<file path="src/rtl/mrn_pkg.sv">
package mrn_pkg;
  localparam int NPORT = 5;
  typedef enum logic [2:0] {
    PORT_LOCAL = 3'd0,
    PORT_WEST  = 3'd1,
    PORT_NORTH = 3'd2,
    PORT_EAST  = 3'd3,
    PORT_SOUTH = 3'd4
  } port_e;
endpackage

</file>
<file path="src/rtl/mrn_deser.sv">
module mrn_deser #(
  parameter int LINK_W = 8
) (
  input  logic              clk,
  input  logic              rst,
  input  logic              phase_val,
  input  logic              lnk_vld,
  input  logic [LINK_W-1:0] lnk_dat,
  output logic              pkt_vld,
  output logic [LINK_W-1:0] pkt_dst,
  output logic [LINK_W-1:0] pkt_val
);
  logic              dst_vld_q;
  logic [LINK_W-1:0] dst_q;

  always_ff @(posedge clk) begin
    if (rst) begin
      dst_vld_q <= 1'b0;
      dst_q     <= '0;
    end else if (!phase_val) begin
      dst_vld_q <= lnk_vld;
      dst_q     <= lnk_dat;
    end
  end

  // packet is complete during the payload cycle
  always_comb begin
    pkt_vld = phase_val && dst_vld_q;
    pkt_dst = dst_q;
    pkt_val = lnk_dat;
  end
endmodule

</file>
<file path="src/rtl/mrn_arbiter.sv">
module mrn_arbiter
  import mrn_pkg::*;
#(
  parameter int COORD_W = 4,
  localparam int LINK_W = 2 * COORD_W
) (
  input  logic [NPORT-1:0]        req,
  input  logic [NPORT*LINK_W-1:0] dst_bus,
  input  logic [NPORT*LINK_W-1:0] val_bus,
  input  logic [COORD_W-1:0]      own_x,
  input  logic [COORD_W-1:0]      own_y,
  output logic                    win_vld,
  output port_e                   win_dir,
  output logic [LINK_W-1:0]       win_dst,
  output logic [LINK_W-1:0]       win_val
);
  logic [COORD_W-1:0] tx, ty;

  always_comb begin
    win_vld = 1'b0;
    win_dst = '0;
    win_val = '0;
    for (int p = NPORT - 1; p >= 0; p--) begin
      if (req[p]) begin
        win_vld = 1'b1;
        win_dst = dst_bus[p*LINK_W +: LINK_W];
        win_val = val_bus[p*LINK_W +: LINK_W];
      end
    end
    tx = win_dst[LINK_W-1:COORD_W];
    ty = win_dst[COORD_W-1:0];
    if (tx > own_x)      win_dir = PORT_EAST;
    else if (tx < own_x) win_dir = PORT_WEST;
    else if (ty > own_y) win_dir = PORT_SOUTH;
    else if (ty < own_y) win_dir = PORT_NORTH;
    else                 win_dir = PORT_LOCAL;
  end
endmodule

</file>
<file path="src/rtl/mrn_ser.sv">
module mrn_ser
  import mrn_pkg::*;
#(
  parameter int LINK_W = 8
) (
  input  logic                    clk,
  input  logic                    rst,
  input  logic                    phase_val,
  input  logic                    load,
  input  port_e                   dir,
  input  logic [LINK_W-1:0]       dst,
  input  logic [LINK_W-1:0]       val,
  output logic [NPORT-1:0]        out_vld,
  output logic [NPORT*LINK_W-1:0] out_dat
);
  logic              hold_act;
  port_e             hold_dir;
  logic [LINK_W-1:0] hold_val;
  logic [NPORT-1:0]        nxt_vld;
  logic [NPORT*LINK_W-1:0] nxt_dat;

  always_comb begin
    nxt_vld = '0;
    nxt_dat = '0;
    for (int p = 0; p < NPORT; p++) begin
      if (phase_val && load && dir == port_e'(p)) begin
        nxt_vld[p] = 1'b1;
        nxt_dat[p*LINK_W +: LINK_W] = dst;
      end else if (!phase_val && hold_act && hold_dir == port_e'(p)) begin
        nxt_vld[p] = 1'b1;
        nxt_dat[p*LINK_W +: LINK_W] = hold_val;
      end
    end
  end

  always_ff @(posedge clk) begin
    if (rst) begin
      out_vld  <= '0;
      out_dat  <= '0;
      hold_act <= 1'b0;
      hold_dir <= PORT_LOCAL;
      hold_val <= '0;
    end else begin
      out_vld <= nxt_vld;
      out_dat <= nxt_dat;
      if (phase_val) begin
        hold_act <= load;
        hold_dir <= dir;
        hold_val <= val;
      end else begin
        hold_act <= 1'b0;
      end
    end
  end

  assert_one_port_R7: assert property (@(posedge clk) disable iff (rst)
    $onehot0(out_vld));

  // payload cycle keeps the port chosen in the destination cycle
  assert_frame_hold_R2: assert property (@(posedge clk) disable iff (rst)
    phase_val |-> out_vld == $past(out_vld));

  for (genvar g = 0; g < NPORT; g++) begin : g_idle
    assert_idle_zero_R9: assert property (@(posedge clk) disable iff (rst)
      !out_vld[g] |-> out_dat[g*LINK_W +: LINK_W] == '0);
  end
endmodule

</file>
<file path="src/rtl/mesh_router_node.sv">
module mesh_router_node
  import mrn_pkg::*;
#(
  parameter int COORD_W = 4,
  localparam int LINK_W = 2 * COORD_W
) (
  input  logic                    clk,
  input  logic                    rst,
  input  logic [COORD_W-1:0]      own_x,
  input  logic [COORD_W-1:0]      own_y,
  input  logic [NPORT-1:0]        in_vld,
  input  logic [NPORT*LINK_W-1:0] in_dat,
  output logic [NPORT-1:0]        out_vld,
  output logic [NPORT*LINK_W-1:0] out_dat
);
  logic phase_val;   // 0: destination cycle, 1: payload cycle
  logic [NPORT-1:0]        req;
  logic [NPORT*LINK_W-1:0] dst_bus, val_bus;
  logic                    win_vld;
  port_e                   win_dir;
  logic [LINK_W-1:0]       win_dst, win_val;

  always_ff @(posedge clk) begin
    if (rst) phase_val <= 1'b0;
    else     phase_val <= ~phase_val;
  end

  for (genvar g = 0; g < NPORT; g++) begin : g_in
    mrn_deser #(.LINK_W(LINK_W)) deser_i (
      .clk      (clk),
      .rst      (rst),
      .phase_val(phase_val),
      .lnk_vld  (in_vld[g]),
      .lnk_dat  (in_dat[g*LINK_W +: LINK_W]),
      .pkt_vld  (req[g]),
      .pkt_dst  (dst_bus[g*LINK_W +: LINK_W]),
      .pkt_val  (val_bus[g*LINK_W +: LINK_W])
    );
  end

  mrn_arbiter #(.COORD_W(COORD_W)) arb_i (
    .req    (req),
    .dst_bus(dst_bus),
    .val_bus(val_bus),
    .own_x  (own_x),
    .own_y  (own_y),
    .win_vld(win_vld),
    .win_dir(win_dir),
    .win_dst(win_dst),
    .win_val(win_val)
  );

  mrn_ser #(.LINK_W(LINK_W)) ser_i (
    .clk      (clk),
    .rst      (rst),
    .phase_val(phase_val),
    .load     (win_vld),
    .dir      (win_dir),
    .dst      (win_dst),
    .val      (win_val),
    .out_vld  (out_vld),
    .out_dat  (out_dat)
  );

  assert_reset_idle_R1: assert property (@(posedge clk)
    rst |=> (out_vld == '0 && !phase_val));

  assert_no_spurious_R8: assert property (@(posedge clk) disable iff (rst)
    (!phase_val && out_vld != '0) |-> $past(in_vld != '0, 2));
endmodule

</file>
<file path="config.mk">
export PLATFORM = sky130hd
export DESIGN_NAME = mesh_router_node
export DESIGN_NICKNAME = d
export VERILOG_FILES = /design/src/rtl/mrn_pkg.sv /design/src/rtl/mrn_deser.sv /design/src/rtl/mrn_arbiter.sv /design/src/rtl/mrn_ser.sv /design/src/rtl/mesh_router_node.sv
export SDC_FILE = /design/constraint.sdc
export NUM_CORES = 1
export LEC_CHECK = 0
export BUFFER_PORTS_ARGS = -buffer_cell sky130_fd_sc_hd__buf_2
export CORE_ASPECT_RATIO = 0.5
export CORE_MARGIN = 2
export CORE_UTILIZATION = 52
export DETAILED_ROUTE_END_ITERATION = 10
export PLACE_DENSITY = 0.77
export SETUP_SLACK_MARGIN = 0.02
export SYNTH_ARGS = -nofsm -noshare
export SYNTH_HDL_FRONTEND = slang
export SYNTH_SLANG_ARGS = --single-unit
</file>
<file path="constraint.sdc">
create_clock -name clk -period 4.27 [get_ports clk]
set_input_delay 0.2135 -clock clk [delete_from_list [all_inputs] [get_ports clk]]
set_output_delay 0.2135 -clock clk [all_outputs]
set_load 0.005 [all_outputs]
</file>
== Yosys cells after proc, flatten, opt, wreduce, memory -nomap -nowiden ==
Index checks and enable logic that the tools add are counted.
Cells by class
  order comparisons: 4
  eq/ne operators: 8
  muxes and demuxes: 39
  bitwise operators: 1
  reductions and logical operators: 21
Operators by type and width (count)
  two-way mux 8 bit: 20
  logical AND 1 bit: 17
  two-way mux 1 bit: 15
  == test 3 x 2 -> 1 bit (second input constant): 4
  two-way mux 3 bit: 3
  > comparator 4 bit: 2
  < comparator 4 bit: 2
  == test 3 x 1 -> 1 bit (second input constant): 2
  == test 3 bit (second input constant): 2
  logical NOT 3 bit: 2
  two-way mux 2 bit: 1
  OR reduction 2 bit: 1
  logical NOT 1 bit: 1
  NOT 1 bit: 1
Storage, ports and cells
  flip-flop bits (word level): 103
  bits of input ports: 55
  output and inout port bits: 45
  word-level logic and storage cells: 89

== Depth between registers and ports, before layout ==
  depth in word-level cells: 14
  gate-level depth with buffers: 11

== Hierarchy ==
Synthesis repeated with hierarchy kept, for this count alone.
Unflattened totals
  cells, all modules: 495
  area, all modules: 4875.9 µm²
By module, submodules not included
  mrn_ser: times used 1, cells an instance 188, area an instance 2010.7 µm², sequential area each 1141.1 µm²
  mrn_deser: times used 5, cells an instance 38, area an instance 386.6 µm², sequential area each 180.2 µm²
  mrn_arbiter: times used 1, cells an instance 115, area an instance 908.4 µm², sequential area each 0.0 µm²
  mesh_router_node: times used 1, cells an instance 2, area an instance 23.8 µm², sequential area each 20.0 µm²

== Worst setup path before layout ==
No wires, ideal clock.
  kind: reg-to-reg
  start: reg g_in[1].deser_i.dst_vld_q
  end: reg ser_i.out_dat[15]
  data arrival time: 2.749 ns
  slack: 1.435 ns
  stages on the path, launching flop included: 10
  path buffers: 2
  period minus slack after synthesis: 2.835 ns
  cell sequence: dfxtp_1 -> buf_2 -> or3b_2 -> a32o_1 -> ha_1 -> a21oi_1 -> nand3_2 -> a21o_1 -> buf_4 -> a211oi_1
Between the ends
  word-level cells in the longest chain between the ends: 11
  elaborated cells between the ends (all ways): 17
Ends and longest elaborated chain
  from (decl): RTL line mrn_deser.sv:13  | logic dst_vld_q;
  from (signal assigned): RTL line mrn_deser.sv:21  | dst_vld_q <= lnk_vld;
  logical AND 1 bit (*): RTL line mrn_deser.sv:28  | pkt_vld = phase_val && dst_vld_q;
  two-way mux 8 bit (2 in a row): RTL line mrn_arbiter.sv:24  | if (req[p]) begin
  < comparator 4 bit: RTL line mrn_arbiter.sv:35  | else if (ty < own_y) win_dir = PORT_NORTH;
  two-way mux 2 bit: RTL line mrn_arbiter.sv:35
  two-way mux 3 bit: RTL line mrn_arbiter.sv:34  | else if (ty > own_y) win_dir = PORT_SOUTH;
  two-way mux 3 bit: RTL line mrn_arbiter.sv:33  | else if (tx < own_x) win_dir = PORT_WEST;
  two-way mux 3 bit: RTL line mrn_arbiter.sv:32  | if (tx > own_x) win_dir = PORT_EAST;
  == test 3 x 1 -> 1 bit: RTL line mrn_ser.sv:26  | if (phase_val && load && dir == port_e'(p)) begin
  logical AND 1 bit: RTL line mrn_ser.sv:26
  two-way mux 8 bit (*): RTL line mrn_ser.sv:26
  to (signal assigned): RTL line mrn_ser.sv:45  | out_dat <= nxt_dat;
  to (decl): RTL line mrn_ser.sv:14  | output logic [NPORT*LINK_W-1:0] out_dat
Every way passes the cells marked *; elsewhere a longest branch is shown, timed or not.
A chain may end at the register's enable or synchronous reset.

== Worst setup path after layout ==
  start: reg g_in[2].deser_i.dst_vld_q
  end: reg ser_i.out_dat[15]
Between the ends
  word-level cells in the longest chain between the ends: 12
  elaborated cells between the ends (all ways): 19
Ends and longest elaborated chain (RTL line)
  from (decl): mrn_deser.sv:13
  from (signal assigned): mrn_deser.sv:21
  logical AND 1 bit (*): mrn_deser.sv:28
  two-way mux 8 bit (3 in a row): mrn_arbiter.sv:24
  < comparator 4 bit: mrn_arbiter.sv:35
  two-way mux 2 bit: mrn_arbiter.sv:35
  two-way mux 3 bit: mrn_arbiter.sv:34
  two-way mux 3 bit: mrn_arbiter.sv:33
  two-way mux 3 bit: mrn_arbiter.sv:32
  == test 3 x 1 -> 1 bit: mrn_ser.sv:26
  logical AND 1 bit: mrn_ser.sv:26
  two-way mux 8 bit (*): mrn_ser.sv:26
Marked as above.

==> results.sh <==
export IMPL_p_sw_share_pct=24.9
export IMPL_dpl_cell_area_um2=5160
export IMPL_synth_top_area_cell="dfxtp_1"
export IMPL_avgSynthCellArea_um2=9.05
export IMPL_ctsLongestPathBuffers=2
export IMPL_design_area_um2=5510
export IMPL_status="completed"
export IMPL_cp_max_fo=27
export IMPL_fin_nets=657
export IMPL_skew_ns=0.00992
export IMPL_first_global_vias=3851
export IMPL_cp_end_kind="flop"
export IMPL_tightest_slew_ns=0.806
export IMPL_max_freq_ghz=0.277
export IMPL_cts_resized=0
export IMPL_ys_types=51
export IMPL_die_area_um2=9710
export IMPL_start_util_pct=53.3
export IMPL_port_buffers=99
export IMPL_core_area_um2=8680
export IMPL_io_pins=100
export IMPL_cap_viol_max_count=0
export IMPL_setup_tns_ns=0
export IMPL_dr_pass1_iters=5
export IMPL_p_leak_uw=0.00241
export IMPL_post_route_period_util_pct=84.4
export IMPL_layout_drive_gt1_share_pct=23.6
export IMPL_grt_antenna_before_repair=0
export IMPL_yosysMostFrequentCell="dfxtp_1"
export IMPL_ys_ff_latch=103
export IMPL_ys_top_cells_by_area="dfxtp_1 (45%), mux2i_1 (11%), nor2_1 (6.5%)"
export IMPL_use_met1_pct=34.2
export IMPL_clkSinkCount=103
export IMPL_synth_net_count=574
export IMPL_hold_violations=0
export IMPL_wl_per_cell_um=16.3
export IMPL_cts_tree="built"
export IMPL_arrival_ns=3.87
export IMPL_area_growth_pct=19.2
export IMPL_ctsHoldBuffers=0
export IMPL_drtIter0Drc=390
export IMPL_rows=24
export IMPL_rsz0062_at_grt="no"
export IMPL_clk_root_buffer_cell="clkbuf_16"
export IMPL_gp_congestion=0.940
export IMPL_final_cells=715
export IMPL_syn_inst=511
export IMPL_layout_min_cycle_time_ns=3.61
export IMPL_power_density_nw_per_um2=413
export IMPL_setup_violations=0
export IMPL_synth_edf_count=0
export IMPL_place_hpwl_mm=8.27
export IMPL_htree_levels=3
export IMPL_synth_area_um2=4620
export IMPL_p_int_uw=1710
export IMPL_report_final_slew_viol_count=0
export IMPL_pwr_share_comb_pct=12.1
export IMPL_power_switching_uw=565
export IMPL_post_cts_buffers=0
export IMPL_ant_nets=0
export IMPL_diodes=0
export IMPL_grt_pass1_wl_mm=18.8
export IMPL_min_path_type="input pin to flop"
export IMPL_grt_usage_pct=24.8
export IMPL_drcViolationCount=0
export IMPL_die_w_um=137
export IMPL_grt_max_degree=51
export IMPL_fillerInstances=735
export IMPL_numCtsBuffers=9
export IMPL_clkPwrFrac_pct=41.7
export IMPL_grt_busiest_layer="met2"
export IMPL_ys_seq_area_share_pct=44.6
export IMPL_viasPerCell=5.76
export IMPL_use_met3_pct=6.81
export IMPL_ys_flop_type="dfxtp_1"
export IMPL_cp_required_ns=4.53
export IMPL_ys_top_cells_by_count="dfxtp_1 (103), nor2_1 (80), mux2i_1 (50)"
export IMPL_die_height_um=70.7
export IMPL_startpoint_type="flop"
export IMPL_totalWireLength_mm=11.6
export IMPL_netlist_area_leader_share_pct=44.6
export IMPL_peakVddDrop_mv=0.230
export IMPL_vias=4115
export IMPL_ys_async_sr_fraction_pct=0
export IMPL_grt_ovfl_total=0
export IMPL_worstSetupPathType="flop to flop"
export IMPL_power_frac_seq_pct=46.2
export IMPL_met2_usage_pct=38.3
export IMPL_slew_headroom_pct=46.3
export IMPL_ys_warn_count=0
export IMPL_clk_latency_ns=0.35
export IMPL_dp_cells=700
export IMPL_clkSlewWorstSetupHoldPaths_ns=0.07
-- power groups by stage --
stage	sequential [uW]	combinational, uW	clock (uW)
2_1_floorplan	1040	212	0
3_3_place_gp	1070	266	0
3_5_place_dp	1070	270	0
4_1_cts	1050	273	958
5_1_grt	1050	307	991
6_report	1050	276	948
-- path summary, 6_finish.rpt --
path                           endpoint  cells after the start                       start  slack (ns)
max                   ser_i.out_dat[15]                      8   g_in[2].deser_i.dst_vld_q        0.66
min           g_in[4].deser_i.dst_vld_q                      3                   in_vld[4]        0.09
max reg2reg           ser_i.out_dat[15]                      8   g_in[2].deser_i.dst_vld_q        0.66
min reg2reg  g_in[2].deser_i.pkt_dst[3]                      2  g_in[2].deser_i.pkt_dst[3]        0.50
-- cells in the final DEF (no fill, tap or decap), drive strengths merged, types with 2 or more instances in the layout --
master	Yosys	routed
a211oi	3	3
a21oi	41	41
a31oi	2	2
dfxtp	103	103
nand4	3	3
clkbuf	21	10
a32oi	4	4
nand3	2	2
nor3	7	7
a32o	6	6
nor2	80	80
a21o	2	2
buf	12	105
nor4	6	6
nand2b	17	17
nor2b	3	3
a22oi	5	5
or2	2	2
nand3b	8	8
and2	3	3
or4	2	2
nand2	30	30
o22ai	18	18
inv	18	19
a221oi	8	8
o211a	7	7
mux2i	50	50
ha	8	8
o21ai	10	10
a2111oi	3	3
o211ai	11	11
or3b	8	8
bufinv	0	3
-- flip-flops by register name, indices dropped and copies added, names as in the netlist --
| register | cells |
|---|---|
| ser_i.hold_dir | 3 |
| ser_i.hold_val | 8 |
| ser_i.hold_act | 1 |
| g_in.deser_i.pkt_dst | 40 |
| phase_val | 1 |
| ser_i.out_vld | 5 |
| ser_i.out_dat | 40 |
| g_in.deser_i.dst_vld_q | 5 |
-- routing by layer --
metal  wire [um]  vias up
met5           0        -
met4         161        0
met3         915       18
met2        5130      174
met1        5410     1919
li1            -     2004
-- worst max-delay path, stage by stage (launching register included) --
cell and delay, ns:
dfxtp_1 0.83, nor2_1 0.31, o211ai_1 0.18, a32o_1 0.38
ha_1 0.34, a21oi_1 0.51, nand3_2 0.36, a21o_1 0.35
a211oi_1 0.24
-- cell families after synthesis --
family / share of synthesized area (%)
buf+inv: 4.68
flops: 44.6
mux: 10.8
compound gates: 19.0
fa+ha+maj: 2.17
simple gates: 18.7
-- through the flow --
step	hold slack [ns]	setup slack [ns]	util, %	total power (uW)
3_3_place_gp	0.445	0.813	59.5	1330
6_report	0.0909	0.665	63.5	2270
5_1_grt	0.103	0.348	63.5	2350
3_5_place_dp	0.454	0.737	59.5	1340
4_1_cts	0.0855	0.722	63.5	2280
2_1_floorplan	0.357	1.44	-	1250
-- final cells by class --
class	count	area, um2	share of cell area, %
flip-flops and latches	103	2070	37.5
repair buffers	105	541	9.81
clock inverters	5	105	1.91
clock buffers	10	239	4.34
well taps	117	146	2.66
inverters	18	67.6	1.23
multi-input cells	357	2340	42.6
Note: power is estimated with default switching activity, not from simulation.
